--- config.mk ---
export PLATFORM = sky130hd
export DESIGN_NAME = vsync_field_detect
export DESIGN_NICKNAME = d
export VERILOG_FILES = /design/src/rtl/vsf_pkg.sv /design/src/rtl/vsf_pulse_meas.sv /design/src/rtl/vsf_vs_gen.sv /design/src/rtl/vsf_field_track.sv /design/src/rtl/vsync_field_detect.sv
export SDC_FILE = /design/constraint.sdc
export NUM_CORES = 1
export LEC_CHECK = 0
export BUFFER_PORTS_ARGS = -buffer_cell sky130_fd_sc_hd__buf_2
export CORE_MARGIN = 2
export CORE_UTILIZATION = 40
export DETAILED_ROUTE_END_ITERATION = 12
export GPL_TIMING_DRIVEN = 0
export PLACE_DENSITY = 0.59
export SLEW_MARGIN = 15
export SYNTH_ARGS = -nofsm -noshare
export SYNTH_HDL_FRONTEND = slang
export SYNTH_HIERARCHICAL = 1
export SYNTH_SLANG_ARGS = --single-unit
--- constraint.sdc ---
create_clock -name clk -period 2.4 [get_ports clk]
set_clock_uncertainty 0.1 [all_clocks]
set_input_delay 0.24 -clock clk [delete_from_list [all_inputs] [get_ports clk]]
set_output_delay 0.24 -clock clk [all_outputs]
set_load 0.005 [all_outputs]
--- src/rtl/vsf_pkg.sv ---
package vsf_pkg;

   typedef enum logic {
      CLS_EDGE = 1'b0,
      CLS_MID  = 1'b1
   } vstart_cls_t;

   // Window around the line boundary: len/8 - len/32 (about 9.4 percent).
   function automatic vstart_cls_t classify_start(input logic [31:0] ph,
                                                  input logic [31:0] len);
      logic [31:0] tol;
      tol = (len >> 3) - (len >> 5);
      if ((ph < tol) || (ph >= len - tol))
         return CLS_EDGE;
      return CLS_MID;
   endfunction

endpackage

--- src/rtl/vsf_pulse_meas.sv ---
module vsf_pulse_meas #(
   parameter int LEN_W  = 12,
   parameter bit IN_REG = 1'b1
) (
   input  logic             clk,
   input  logic             rst_n,
   input  logic             csync_n,
   input  logic             line_start,
   input  logic [LEN_W-1:0] line_len,
   output logic             broad_hit,
   output logic             ser_hit,
   output logic             long_hit,
   output logic [LEN_W-1:0] fall_phase
);

   localparam logic [LEN_W-1:0] CNT_MAX = '1;

   logic             cs;
   logic             cs_d;
   logic [LEN_W-1:0] phase;
   logic [LEN_W-1:0] low_cnt;
   logic [LEN_W-1:0] thr;

   generate
      if (IN_REG) begin : g_in_reg
         always_ff @(posedge clk or negedge rst_n) begin
            if (!rst_n) cs <= 1'b1;
            else        cs <= csync_n;
         end
      end else begin : g_in_pass
         assign cs = csync_n;
      end
   endgenerate

   // Broad threshold: 3/8 of the line period.
   assign thr = (line_len >> 2) + (line_len >> 3);

   always_ff @(posedge clk or negedge rst_n) begin
      if (!rst_n) begin
         cs_d       <= 1'b1;
         phase      <= '0;
         low_cnt    <= '0;
         fall_phase <= '0;
      end else begin
         cs_d <= cs;
         if (line_start)           phase <= '0;
         else if (phase != CNT_MAX) phase <= phase + 1'b1;
         if (!cs) begin
            if (low_cnt != CNT_MAX) low_cnt <= low_cnt + 1'b1;
         end else begin
            low_cnt <= '0;
         end
         if (!cs && cs_d) fall_phase <= phase;
      end
   end

   assign broad_hit = !cs && (thr != '0) && (low_cnt == thr);
   assign ser_hit   = cs && !cs_d && (thr != '0) && (low_cnt >= thr);
   assign long_hit  = !cs && (low_cnt == line_len);

endmodule

--- src/rtl/vsf_vs_gen.sv ---
module vsf_vs_gen #(
   parameter int VS_LINES   = 3,
   parameter int HOLD_LINES = 6
) (
   input  logic clk,
   input  logic rst_n,
   input  logic line_start,
   input  logic broad_hit,
   input  logic ser_hit,
   input  logic long_hit,
   output logic arm,
   output logic fire,
   output logic vsync_n,
   output logic vert_active
);

   localparam int               LC_W      = $clog2(HOLD_LINES + 1);
   localparam logic [LC_W-1:0]  HOLD_V    = LC_W'(HOLD_LINES);
   localparam logic [LC_W-1:0]  LOW_FLOOR = LC_W'(HOLD_LINES - VS_LINES);

   logic            armed;
   logic [LC_W-1:0] lcnt;

   assign arm  = broad_hit && !armed && (lcnt == '0);
   assign fire = armed && (ser_hit || long_hit);

   always_ff @(posedge clk or negedge rst_n) begin
      if (!rst_n) begin
         armed <= 1'b0;
         lcnt  <= '0;
      end else begin
         if (arm)       armed <= 1'b1;
         else if (fire) armed <= 1'b0;
         if (fire)                            lcnt <= HOLD_V;
         else if (line_start && lcnt != '0)   lcnt <= lcnt - 1'b1;
      end
   end

   assign vsync_n     = !(lcnt > LOW_FLOOR);
   assign vert_active = armed || !vsync_n;

endmodule

--- src/rtl/vsf_field_track.sv ---
module vsf_field_track
   import vsf_pkg::*;
#(
   parameter int LEN_W = 12
) (
   input  logic             clk,
   input  logic             rst_n,
   input  logic             arm,
   input  logic             fire,
   input  logic [LEN_W-1:0] fall_phase,
   input  logic [LEN_W-1:0] line_len,
   output logic             field_odd
);

   vstart_cls_t cls_pend;
   vstart_cls_t prev_cls;
   logic        have_prev;
   logic        progressive;

   assign progressive = have_prev && (cls_pend == prev_cls);

   always_ff @(posedge clk or negedge rst_n) begin
      if (!rst_n) begin
         cls_pend  <= CLS_EDGE;
         prev_cls  <= CLS_EDGE;
         have_prev <= 1'b0;
         field_odd <= 1'b1;
      end else begin
         if (arm) cls_pend <= classify_start(32'(fall_phase), 32'(line_len));
         if (fire) begin
            field_odd <= progressive || (cls_pend == CLS_EDGE);
            prev_cls  <= cls_pend;
            have_prev <= 1'b1;
         end
      end
   end

endmodule

--- src/rtl/vsync_field_detect.sv ---
module vsync_field_detect #(
   parameter int LEN_W      = 12,
   parameter int VS_LINES   = 3,
   parameter int HOLD_LINES = 6,
   parameter bit IN_REG     = 1'b1
) (
   input  logic             clk,
   input  logic             rst_n,
   input  logic             csync_n,
   input  logic             line_start,
   input  logic [LEN_W-1:0] line_len,
   output logic             vsync_n,
   output logic             field_odd,
   output logic             vert_active
);

   generate
      if (LEN_W < 6) begin : g_bad_len
         $error("LEN_W must be at least 6");
      end
      if (VS_LINES < 1) begin : g_bad_vs
         $error("VS_LINES must be at least 1");
      end
      if (HOLD_LINES <= VS_LINES) begin : g_bad_hold
         $error("HOLD_LINES must exceed VS_LINES");
      end
   endgenerate

   logic             broad_hit;
   logic             ser_hit;
   logic             long_hit;
   logic             arm;
   logic             fire;
   logic [LEN_W-1:0] fall_phase;

   vsf_pulse_meas #(
      .LEN_W  (LEN_W),
      .IN_REG (IN_REG)
   ) i_meas (
      .clk        (clk),
      .rst_n      (rst_n),
      .csync_n    (csync_n),
      .line_start (line_start),
      .line_len   (line_len),
      .broad_hit  (broad_hit),
      .ser_hit    (ser_hit),
      .long_hit   (long_hit),
      .fall_phase (fall_phase)
   );

   vsf_vs_gen #(
      .VS_LINES   (VS_LINES),
      .HOLD_LINES (HOLD_LINES)
   ) i_vs (
      .clk         (clk),
      .rst_n       (rst_n),
      .line_start  (line_start),
      .broad_hit   (broad_hit),
      .ser_hit     (ser_hit),
      .long_hit    (long_hit),
      .arm         (arm),
      .fire        (fire),
      .vsync_n     (vsync_n),
      .vert_active (vert_active)
   );

   vsf_field_track #(
      .LEN_W (LEN_W)
   ) i_field (
      .clk        (clk),
      .rst_n      (rst_n),
      .arm        (arm),
      .fire       (fire),
      .fall_phase (fall_phase),
      .line_len   (line_len),
      .field_odd  (field_odd)
   );

endmodule

# Word level (Yosys, flattened, before mapping)
# Index checks and enable logic that the tools add are counted.
dict set report op_classes {
  n_eq_ne 5
  bitwise_logic 1
  reduce_logical 27
  n_mul 0
  n_mux 12
  shifts 0
  order_cmp 4
  div 0
  add_sub_neg 6
}
# op count
set ops {}
lappend ops {{$mux 12} 4}
lappend ops {{$ge 12x32->1} 1}
lappend ops {{$lt 12x32->1} 1}
lappend ops {{$sub 12x32->32} 1}
lappend ops {{$add 12x1->12 const B} 2}
lappend ops {{$eq 12x12->1} 2}
lappend ops {{$ne 12x12->1 const B} 2}
lappend ops {{$ge 12x12->1} 1}
lappend ops {{$logic_and 1x1->1} 12}
lappend ops {{$reduce_bool 12->1} 1}
lappend ops {{$add 10x9->11} 1}
lappend ops {{$sub 9x7->10} 1}
lappend ops {{$reduce_bool 2->1} 4}
lappend ops {{$mux 1} 6}
lappend ops {{$mux 3} 2}
lappend ops {{$logic_not 1->1} 4}
lappend ops {{$logic_or 1x1->1} 4}
lappend ops {{$gt 3x2->1 const B} 1}
lappend ops {{$logic_not 3->1} 1}
lappend ops {{$reduce_bool 3->1} 1}
lappend ops {{$sub 3x1->3 const B} 1}
lappend ops {{$eq 1x1->1} 1}
lappend ops {{$not 1->1} 1}
dict set report word_totals {
  mem_bits_ro 0
  wordCells 66
  output_inout_bits 3
  input_bits 16
  mem_count 0
  ramBits 0
  latch_bits 0
  regBits 46
}

# Longest topological paths before layout
# Gate-level depths: netlist of run 1.
dict set report depth {
  word_depth 8
  ltp_mapped 25
}

# Hierarchy
# Netlist of run 1, hierarchy kept.
# module instances seq_area_each_um2 area_each_um2 cells_per_inst
set modules_own_cells {}
lappend modules_own_cells {vsf_pulse_meas 1 953.4 2646.3 274}
lappend modules_own_cells {vsf_field_track 1 101.3 1757.9 219}
lappend modules_own_cells {vsf_vs_gen 1 100.1 267.8 29}

# Worst setup path after synthesis of run 1
# No wires, ideal clock.
dict set report synth_path {
  path_type {input to register}
  from {input port line_len[6]}
  to {register i_field.cls_pend}
  arrival_ns 4.481
  path_stages 24
  slack_ns -2.308
  path_buffers 1
  path_cell_list {clkbuf_1 > inv_1 > ha_1 > nor2b_4 > o31ai_2 > nand2_1 > ha_1 > o21a_1 > o31ai_1 > a21oi_1 > a2bb2oi_1 > a221oi_2 > or4_4 > o31ai_4 > a21oi_1 > ha_1 > nor2_1 > nand3_1 > nor4_1 > nand3_1 > a211oi_1 > o21ai_0 > a21oi_1 > a22oi_1}
}
dict set report synth_via {
  elab_chain_cells 7
  word_cells_on_any_way 15
  classes_between {3 x add/sub; 2 x order compare; 1 x eq/ne; 3 x mux; 6 x reduce/logical}
}
# element line
set synth_lines {}
lappend synth_lines {{start: declaration} vsync_field_detect.sv:11} ;# input logic [LEN_W-1:0] line_len,
lappend synth_lines {{$sub 9x7->10} vsf_pkg.sv:12} ;# tol = (len >> 3) - (len >> 5);
lappend synth_lines {{$sub 12x32->32} vsf_pkg.sv:13} ;# if ((ph < tol) || (ph >= len - tol))
lappend synth_lines {{$ge 12x32->1} vsf_pkg.sv:13}
lappend synth_lines {{$logic_or 1x1->1} vsf_pkg.sv:13}
lappend synth_lines {{$mux 1} vsf_pkg.sv:13}
lappend synth_lines {{$mux 1} vsf_field_track.sv:29} ;# if (arm) cls_pend <= classify_start(32'(fall_phase), 32'(line_len));
lappend synth_lines {{$mux 1} vsf_pkg.sv:15} ;# return CLS_MID;
lappend synth_lines {{end signal: assignment} vsf_field_track.sv:29}
lappend synth_lines {{end: declaration} vsf_field_track.sv:15} ;# vstart_cls_t cls_pend;
# Several ways; a longest one is shown, not always the timed one. The select of a mux whose other input is x is not followed.
# A chain may end at the register's enable or synchronous reset.

# Worst setup path in the final report of run 1
dict set report layout_path {
  from {input port line_len[10]}
  to {register i_field.cls_pend}
}
# The elaborated chain is that of the path after synthesis.

==> results.ini, run 1 <==
[setup_path]
crit_path_start_kind = input pin
cp.required_ns = 2.46
reg2regPathDepth = 10
setup.worst_path.end_class = register
crit_buf_inv = 4
regToRegSetupSlack_ns = -0.12
crit_family = compound AO/OA/AOI/OAI gates
crit_arrival_ns = 4.31
cp.depth = 20
max_stage_delay_ns = 0.45
path_common_cell = ha_1
worstPathCellList = buf_2, inv_1, ha_1, o21a_1, nor3_2, a311oi_4, or3_4, ha_1, a31o_2, a21oi_1, o31ai_4, buf_4, buf_4, xor2_1, ha_1, nand3_1, a211oi_2, o21ai_1, a21oi_1, a22oi_1
cpMaxStageDelayCell = a311oi_4
path_max_fanout = 13
crit_type = in -> reg

[pwr]
p_leak_nw = 2.54
power_mw = 2.82
ir_worst_vdd_mv = 0.524
p_int_mw = 1.80
p_seq_share_pct = 31.0
p_clk_share_pct = 23.2
power_density_nw_per_um2 = 507
comb_power_share_pct = 45.9
switching_share_pct = 36.1
p_sw_mw = 1.02

[placement]
place_area_sq_um = 5070
hpwl_mm = 8.30
dp_slack_ns = -2.59
io_buffers = 18
dp_cells = 683
place.gp.congestion = 0.827

[synth]
ys.warnings.count = 6
synthAdderAreaFrac_pct = 19.2
syn_inst = 522
dominantRegCellSynth = dfrtp_1
seq_area_frac_synth_pct = 24.7
ys_async_sr_fraction_pct = 100
synth-simple-area-share_pct = 20.2
netlist_area_sq_um = 4670
synthMuxAreaShare_pct = 3.29
synth_top_family_by_area = compound AO/OA/AOI/OAI gates
synth.distinct_cells = 74
ys_seq_elements = 46
synth_xor_area_share_pct = 8.62
synth_compound_area_share_pct = 20.6
synth_nets = 608
syn_avg_cell_area_sq_um = 8.95
synth_edf_count = 0

[drt]
firstDrtPassIters = 4
ant_nets = 0
routed_wl_mm = 10.8
vias = 3965
viasPerCell = 5.58
drc = 0
drt_iter0_markers = 138
wire_per_inst_um = 15.2

[cells_and_area]
area_growth_pct = 19.0
final_core_util_pct = 48.7
drive_above_1_share_pct = 22.2
fillers = 1090
diodes = 0
mostFrequentLayoutCell = ha_1
layout_common_cells = 57 x ha_1, 45 x nor2_1, 43 x dfrtp_1
num-nets-final = 652
final_area_sq_um = 5560
layoutNonFillerInstCount = 710

[clocking]
cts_max_path_buffers = 2
tritoncts = built
worstSkewPairLatency_ns = 0.28
clock-sinks = 46
clkTransAtPathRegs_ns = 0.06
cts_buffers = 5
cts.root.buffer_cell = clkbuf_16
cts_htree_levels = 2

[outcome]
status = finished with violations
violations = negative setup slack

[floorplanning]
die_x_um = 112
ioPinCount = 19
die_area_sq_um = 12600
rows = 39
initial_utilization_pct = 40.9
core_sq_um = 11400
die_h_um = 112

[global_routing]
grt_max_degree = 47
grt_overflow_total = 0
grt_pass1_vias = 3931
grt_use_total_pct = 17.9
antenna_found_initial = 0
grt_pass1_wl_mm = 18.6

[timing]
slew_headroom_pct = 31.7
hold_viol_final = 0
fin_ws_ns = -1.85
finalCritPeriodShare_pct = 177
holdWs_ns = 0.0326
rsz0062_at_grt = true
period_minus_slack_ns = 4.25
slew_violations = 0
worstMarginPinSlew_ns = 1.02
setup_viol = 8
fmax_mhz = 235
finalSetupTns_ns = -7.55

[worst_hold_path]
hold_path.class = in -> async

[flow_run]
cap_violations = 0

-- state kept, by name, indices dropped and copies added, names as in the netlist --
name               flops
i_meas/phase          12
i_meas/cs_d            1
i_field/cls_pend       1
i_field/have_prev      1
i_vs/lcnt              3
i_field/field_odd      1
i_meas/low_cnt        12
i_field/prev_cls       1
i_meas/cs              1
i_vs/armed             1
i_meas/fall_phase     12
-- worst reg2reg max path, delay by kind of cell (launching register included) --
family | cells | cell delay (ns)
AO/OA/AOI/OAI | 4 | 0.62
buffers and inverters | 1 | 0.08
multiplexers | 1 | 0.27
AND/OR/NAND/NOR | 3 | 0.50
flip-flops | 1 | 0.48
adder cells (fa/ha/maj) | 1 | 0.35
-- layer usage --
metal | vias up | track usage [%] | wire [um]
met5 | - | 0 | 0
met4 | 0 | 4.47 | 189
met3 | 12 | 1.40 | 199
met2 | 54 | 30.0 | 4960
met1 | 1889 | 25.2 | 5470
li1 | 2010 | - | -
-- cell type report --
class | instances | area (sq um) | share of cell area (%)
clock inverter | 2 | 10.0 | 0.180
sequential | 46 | 1150 | 20.8
multi-input combinational | 435 | 3600 | 64.8
inverter | 34 | 133 | 2.39
timing repair buffer | 37 | 288 | 5.18
tap | 143 | 179 | 3.22
buffer | 7 | 61.3 | 1.10
clock buffer | 6 | 129 | 2.32
-- kinds of logic (layout without fill, tap and decap cells) --
kind of cell / Yosys count / count (layout)
and+or+nand+nor: 176 / 176
AOI/OAI and AO/OA: 132 / 132
adders and majority gates: 70 / 70
DFF: 46 / 46
xor gates and xnor gates: 43 / 43
buffers and inverters: 41 / 86
muxes: 14 / 14
-- path summary, 6_finish.rpt --
check / from / end
worst max-delay path: line_len[10] / i_field/cls_pend
worst min-delay path: rst_n / i_meas/phase[10]
worst max register to register: i_meas/low_cnt[3] / i_field/prev_cls
worst min register to register: i_meas/cs / i_meas/cs_d
max in group asynchronous: rst_n / i_meas/low_cnt[5]
min in group clk: line_start / i_meas/phase[6]
-- power groups by stage --
stage          logic [mW]  clock network, mW  registers [mW]
3_3_place_gp         1.11                  0           0.881
2_1_floorplan       0.889                  0           0.870
6_report             1.29              0.652           0.873
4_1_cts              1.27              0.679           0.871
5_1_grt              1.45              0.705           0.878
3_5_place_dp         1.15                  0           0.886
-- cells in the mapped netlist (all sizes together), types with 4 or more instances --
master	n	share of area (%)
nor3	13	1.4
or2	4	0.54
and2	4	0.54
a31oi	13	1.7
a21o	14	2.2
o21a	9	1.4
nor2	45	3.6
inv	34	2.7
dfrtp	43	23
nor4	5	0.99
a21oi	27	3.1
o21ai	24	2.7
nor2b	8	1.4
nand3	23	2.6
a311oi	4	1.1
xor2	20	3.9
a211oi	7	1.1
ha	67	18
clkbuf	6	0.51
and3	7	0.94
or3	4	0.54
xnor2	23	4.7
nand4	8	1.1
nand2b	12	1.8
nand2	31	2.5
o211ai	4	0.64
mux2	11	2.7
-- timing repair --
| action | in CTS | in global routing |
|---|---|---|
| hold endpoints to repair | 1 | 0 |
| pin swaps | 26 | 6 |
| buffers inserted | 17 | 1 |
| resized for setup | 39 | 11 |
| setup endpoints to repair | 8 | 8 |
| hold buffers | 1 | 0 |
Note: power is estimated with default switching activity, not from simulation.
==> inputs of run 2 (changes only) <==
CORE_MARGIN = 5   (was 2)
==> run 2 against run 1 <==
  * The run still ends with negative setup slack left
  * Sequential share of layout area down 1.4 points
  * First-iteration DRC count increased by 50%
  * Combinational power rose by 12%
  * Routed wire length increased by 5.0%
  * Critical endpoint unchanged
==> results.ini, run 2 (synthesis results as in run 1) <==
[drt]
firstDrtPassIters = 4
viasPerCell = 5.52
drt_iter0_markers = 207
ant_nets = 0
drc = 0
vias = 4069
wire_per_inst_um = 15.4
routed_wl_mm = 11.4

[setup_path]
reg2regPathDepth = 7
worstPathCellList = buf_12, clkbuf_8, inv_6, ha_4, nor2b_4, o31a_1, a21o_1, ha_4, buf_4, nor2_4, a21oi_4, a2bb2oi_2, a221oi_2, or4_4, o31ai_4, a21oi_2, ha_4, nand2_4, nor4_4, nand3_1, a211oi_2, o21ai_1, a21oi_1, a22oi_1
setup.worst_path.end_class = register
r2r_start = i_meas/low_cnt[5]
cpMaxStageDelayCell = or4_4
regToRegSetupSlack_ns = -0.30
max_stage_delay_ns = 0.45
path_common_cell = ha_4
crit_path_start_kind = input pin
crit_arrival_ns = 4.26
crit_type = in -> reg
path_max_fanout = 4
reg2reg_to = i_field/prev_cls
cp.required_ns = 2.45

[flow_run]
cap_violations = 0

[cells_and_area]
layout_common_cells = 53 x ha_1, 43 x dfrtp_1, 40 x nor2_1
final_core_util_pct = 52.3
num-nets-final = 679
largestRegisters = i_meas/fall_phase x12, i_meas/low_cnt x12, i_meas/phase x12
diodes = 0
mostFrequentLayoutCell = ha_1
final_area_sq_um = 5970
drive_above_1_share_pct = 27.9
layoutNonFillerInstCount = 737
fillers = 1041
area_growth_pct = 27.9

[clocking]
clkTransAtPathRegs_ns = 0.06
cts_max_path_buffers = 2
cts_buffers = 5
worstSkewPairLatency_ns = 0.28
cts.root.buffer_cell = clkbuf_16
cts_htree_levels = 2
tritoncts = built
clock-sinks = 46

[timing]
worstMarginPinSlew_ns = 0.951
finalCritPeriodShare_pct = 175
slew_headroom_pct = 36.0
fmax_mhz = 237
fin_ws_ns = -1.81
slew_violations = 0
period_minus_slack_ns = 4.21
setup_viol = 8
finalSetupTns_ns = -8.80
hold_viol_final = 0
rsz0062_at_grt = true

[pwr]
p_leak_nw = 2.72
power_density_nw_per_um2 = 513
ir_worst_vdd_mv = 0.481

[floorplanning]
die_h_um = 118
ioPinCount = 19
core_sq_um = 11400
die_area_sq_um = 13900
die_x_um = 118
initial_utilization_pct = 40.9
rows = 39

[worst_hold_path]
hold_path.class = in -> reg
whs_endpoint = i_meas/phase[6]
hold_depth = 2
min_from = line_start

[global_routing]
grt_overflow_total = 0
antenna_found_initial = 0
grt_max_degree = 47
grt_use_total_pct = 16.1
grt_pass1_wl_mm = 19.0
grt_pass1_vias = 3984

[outcome]
status = finished with violations
violations = negative setup slack

[placement]
hpwl_mm = 8.41
io_buffers = 18
place.gp.congestion = 0.824
dp_cells = 683
place_area_sq_um = 5070

## run 2: cell count changes in the layout (fill, tap and decap cells not counted), moves of 2 or more
cell      change
ha_1          -4
nor2_2        +4
ha_4          +4
nor2_1        -5
buf_12        +5
o21ai_0       -2
clkinv_2      -2
buf_4        +21
## run 2: worst max path at each step
| stage | from | end | slack (ns) | cells past startpoint |
|---|---|---|---|---|
| after floorplan | line_len[6] | i_field/cls_pend | -1.84 | 23 |
| after global placement | line_len[3] | i_field/cls_pend | -2.56 | 23 |
| after detailed placement | line_len[3] | i_field/cls_pend | -2.55 | 22 |
| after CTS | line_len[7] | i_field/cls_pend | -1.79 | 24 |
| after global routing | line_len[6] | i_field/cls_pend | -2.01 | 25 |
| final | line_len[7] | i_field/cls_pend | -1.81 | 24 |
## run 2: per-layer routing
metal,track usage (%),share of wire [%]
met1,23.0,50
met3,1.73,2.5
met5,0,0
met2,25.7,46
met4,4.37,1.4
## run 2: power by group
part	total [mW]	leakage, nW	internal (mW)	switching [mW]
combinational	1.44	2.02	0.703	0.738
sequential	0.870	0.619	0.820	0.0494
clock	0.753	0.0781	0.492	0.261
## run 2: final cells by class
type                       count  area (sq um)  area share (%)
buffer                         7          60.1            1.01
clock buffer                   7           133            2.22
clock inverter                 1          30.0           0.503
inverter                      34           135            2.26
multi-input combinational    435          3720            62.3
sequential                    46          1150            19.3
tap                          143           179            3.00
timing repair buffer          64           562            9.41
## run 2: stage by stage
stage | setup WS [ns] | hold slack [ns] | power, mW
5_1_grt | -2.01 | 0.142 | 3.29
3_3_place_gp | -2.56 | 0.245 | 2.00
2_1_floorplan | -1.84 | -0.156 | 1.76
6_report | -1.81 | 0.139 | 3.06
4_1_cts | -1.79 | 0.0806 | 2.97
3_5_place_dp | -2.55 | 0.246 | 2.03
## run 2: what timing repair did
action                                  CTS  global route
buffers inserted                         30            15
hold buffers                              1             1
hold endpoints to repair                  1            43
endpoints found under the setup margin    8             8
pin swaps                                39            40
resized for setup                        55            32
## run 2: worst max-delay path, delay by kind of cell
family	cells	cell delay [ns]
buffers and inverters	4	0.39
AO/OA/AOI/OAI	11	1.78
AND/OR/NAND/NOR	6	1.05
adder cells (fa/ha/maj)	3	0.78
==> inputs of run 3 (changes only) <==
CELL_PAD_IN_SITES_DETAIL_PLACEMENT = 1   (was default)
CELL_PAD_IN_SITES_GLOBAL_PLACEMENT = 2   (was default)
CORE_UTILIZATION = 36   (was 40)
PLACE_DENSITY = default   (was 0.59)
PLACE_DENSITY_LB_ADDON = 0.1   (was default)
==> run 3 against run 2 <==
  * The run still ends with negative setup slack left
  * Sequential cell count did not move
  * Sequential share of layout area fell by 0.17 points
  * Total power rose by 6.3%
  * Highest routed layer unchanged
==> results.ini, run 3 (synthesis results as in run 1) <==
[outcome]
status = finished with violations
violations = negative setup slack

[global_routing]
grt_use_total_pct = 18.3
grt_pass1_vias = 4398
antenna_found_initial = 0
grt_pass1_wl_mm = 22.3
grt_max_degree = 47
grt_overflow_total = 0

[drt]
ant_nets = 0
viasPerCell = 5.44
vias = 4126
wire_per_inst_um = 17.8
firstDrtPassIters = 4
routed_wl_mm = 13.5
drt_iter0_markers = 110
drc = 0

[placement]
io_buffers = 18
place.gp.congestion = 0.787
place_area_sq_um = 5110
hpwl_mm = 9.83
dp_cells = 712

[timing]
hold_viol_final = 0
slew_violations = 0
worstMarginPinSlew_ns = 1.05
period_minus_slack_ns = 4.27
setup_viol = 8
fin_ws_ns = -1.87
slew_headroom_pct = 30.1
rsz0062_at_grt = true
fmax_mhz = 234
finalCritPeriodShare_pct = 178

[clocking]
cts.root.buffer_cell = clkbuf_16
worstSkewPairLatency_ns = 0.28
cts_max_path_buffers = 2
cts_buffers = 5
clock-sinks = 46
cts_htree_levels = 2
tritoncts = built
clkTransAtPathRegs_ns = 0.06

[setup_path]
reg2reg_to = i_field/prev_cls
crit_type = in -> reg
path_max_fanout = 3
crit_path_start_kind = input pin
worstPathCellList = buf_16, buf_6, ha_4, nor2b_4, o31a_1, a21o_1, ha_4, buf_6, nor2_4, a21oi_4, a2bb2oi_2, a221oi_2, or4_4, o31ai_4, a21oi_2, ha_4, nand2_4, nor4_4, nand3_1, a211oi_2, o21ai_1, a21oi_1, a22oi_1
cpMaxStageDelayCell = or4_4
crit_start = line_len[5]
cp.required_ns = 2.46
crit_buf_inv = 3
regToRegSetupSlack_ns = -0.13
max_stage_delay_ns = 0.47
path_common_cell = ha_4
crit_family = compound AO/OA/AOI/OAI gates
cp.depth = 23
r2r_start = i_meas/low_cnt[3]
crit_arrival_ns = 4.33
crit_end = i_field/cls_pend
setup.worst_path.end_class = register
reg2regPathDepth = 10

[cells_and_area]
seqCellArea_sq_um = 1150
layout_common_cells = 52 x ha_1, 43 x dfrtp_1, 42 x nor2_1
diodes = 0
num-nets-final = 672
final_area_sq_um = 6030
drive_above_1_share_pct = 28.3
largestRegisters = i_meas/fall_phase x12, i_meas/low_cnt x12, i_meas/phase x12
mostFrequentLayoutCell = ha_1
fillers = 1440
multi_input_area_sq_um = 3770
layoutNonFillerInstCount = 759
area_growth_pct = 29.0

[floorplanning]
die_area_sq_um = 15400
rows = 41
initial_utilization_pct = 36.9
die_x_um = 124
die_h_um = 124
ioPinCount = 19
core_sq_um = 12700

[pwr]
comb_power_share_pct = 46.0
p_leak_nw = 2.70
ir_worst_vdd_mv = 0.461
switching_share_pct = 34.7
p_clk_share_pct = 27.3
p_sw_mw = 1.13
power_mw = 3.26
p_int_mw = 2.13
p_seq_share_pct = 26.8
power_density_nw_per_um2 = 540

[worst_hold_path]
hold_path.class = in -> async

[flow_run]
cap_violations = 0

==> run 3: cell count changes in the layout (fill, tap and decap cells not counted), sizes merged <==
cell	previous run	this run
buf	62	56
bufinv	1	2
clkbuf	14	12
clkinv	0	2
dlygate4sd3	2	1
inv	34	33
==> run 3: repair_timing <==
action                                 CTS  global route
gates resized for setup                 67            33
buffers inserted                        28            10
pin swaps                               37            32
endpoints found under the hold margin    1             0
setup endpoints to repair                8             8
hold buffers                             1             0
==> run 3: layout make-up <==
class                   instances  area share, %
multi-input cells             435           62.5
inverters                      34           2.28
flip-flops and latches         46           19.2
clock buffers                   5           2.08
clock inverters                 3           1.14
repair buffers                 57           8.22
plain buffers                   7           1.02
well taps                     172           3.57
==> run 3: worst min-delay path by stage <==
stage / end / slack, ns / cells after the start
2_1_floorplan: i_field/cls_pend / -0.16 / 0
3_3_place_gp: i_meas/cs / 0.25 / 1
3_5_place_dp: i_meas/cs / 0.25 / 1
4_1_cts: i_meas/phase[10] / 0.08 / 1
5_1_grt: i_meas/phase[7] / 0.12 / 1
6_report: i_meas/phase[7] / 0.03 / 1
==> run 3: power groups by stage <==
stage	Sequential, mW	Clock, mW	Combinational (mW)
6_report	0.872	0.888	1.50
5_1_grt	0.883	0.944	1.66
4_1_cts	0.873	0.916	1.38
3_5_place_dp	0.886	0	1.19
3_3_place_gp	0.884	0	1.15
2_1_floorplan	0.870	0	0.889
==> run 3: through the flow <==
step           TNS (ns)  hold slack [ns]  utilization (%)  setup WS, ns
4_1_cts           -8.63           0.0752             45.8         -1.89
3_3_place_gp     -11.28            0.246             40.3         -2.68
5_1_grt           -9.12            0.124             47.6         -2.06
6_report          -7.96           0.0326             47.6         -1.87
2_1_floorplan     -5.41           -0.156                -         -1.84
3_5_place_dp     -11.58            0.248             40.3         -2.74
==> run 3: metal layers <==
layer / track usage [%] / part of all wire (%) / vias up
met4: 3.35 / 1.3 / 0
met2: 31.2 / 47 / 37
met3: 1.27 / 1.1 / 14
met5: 0 / 0 / -
met1: 25.8 / 51 / 2032
li1: - / - / 2043
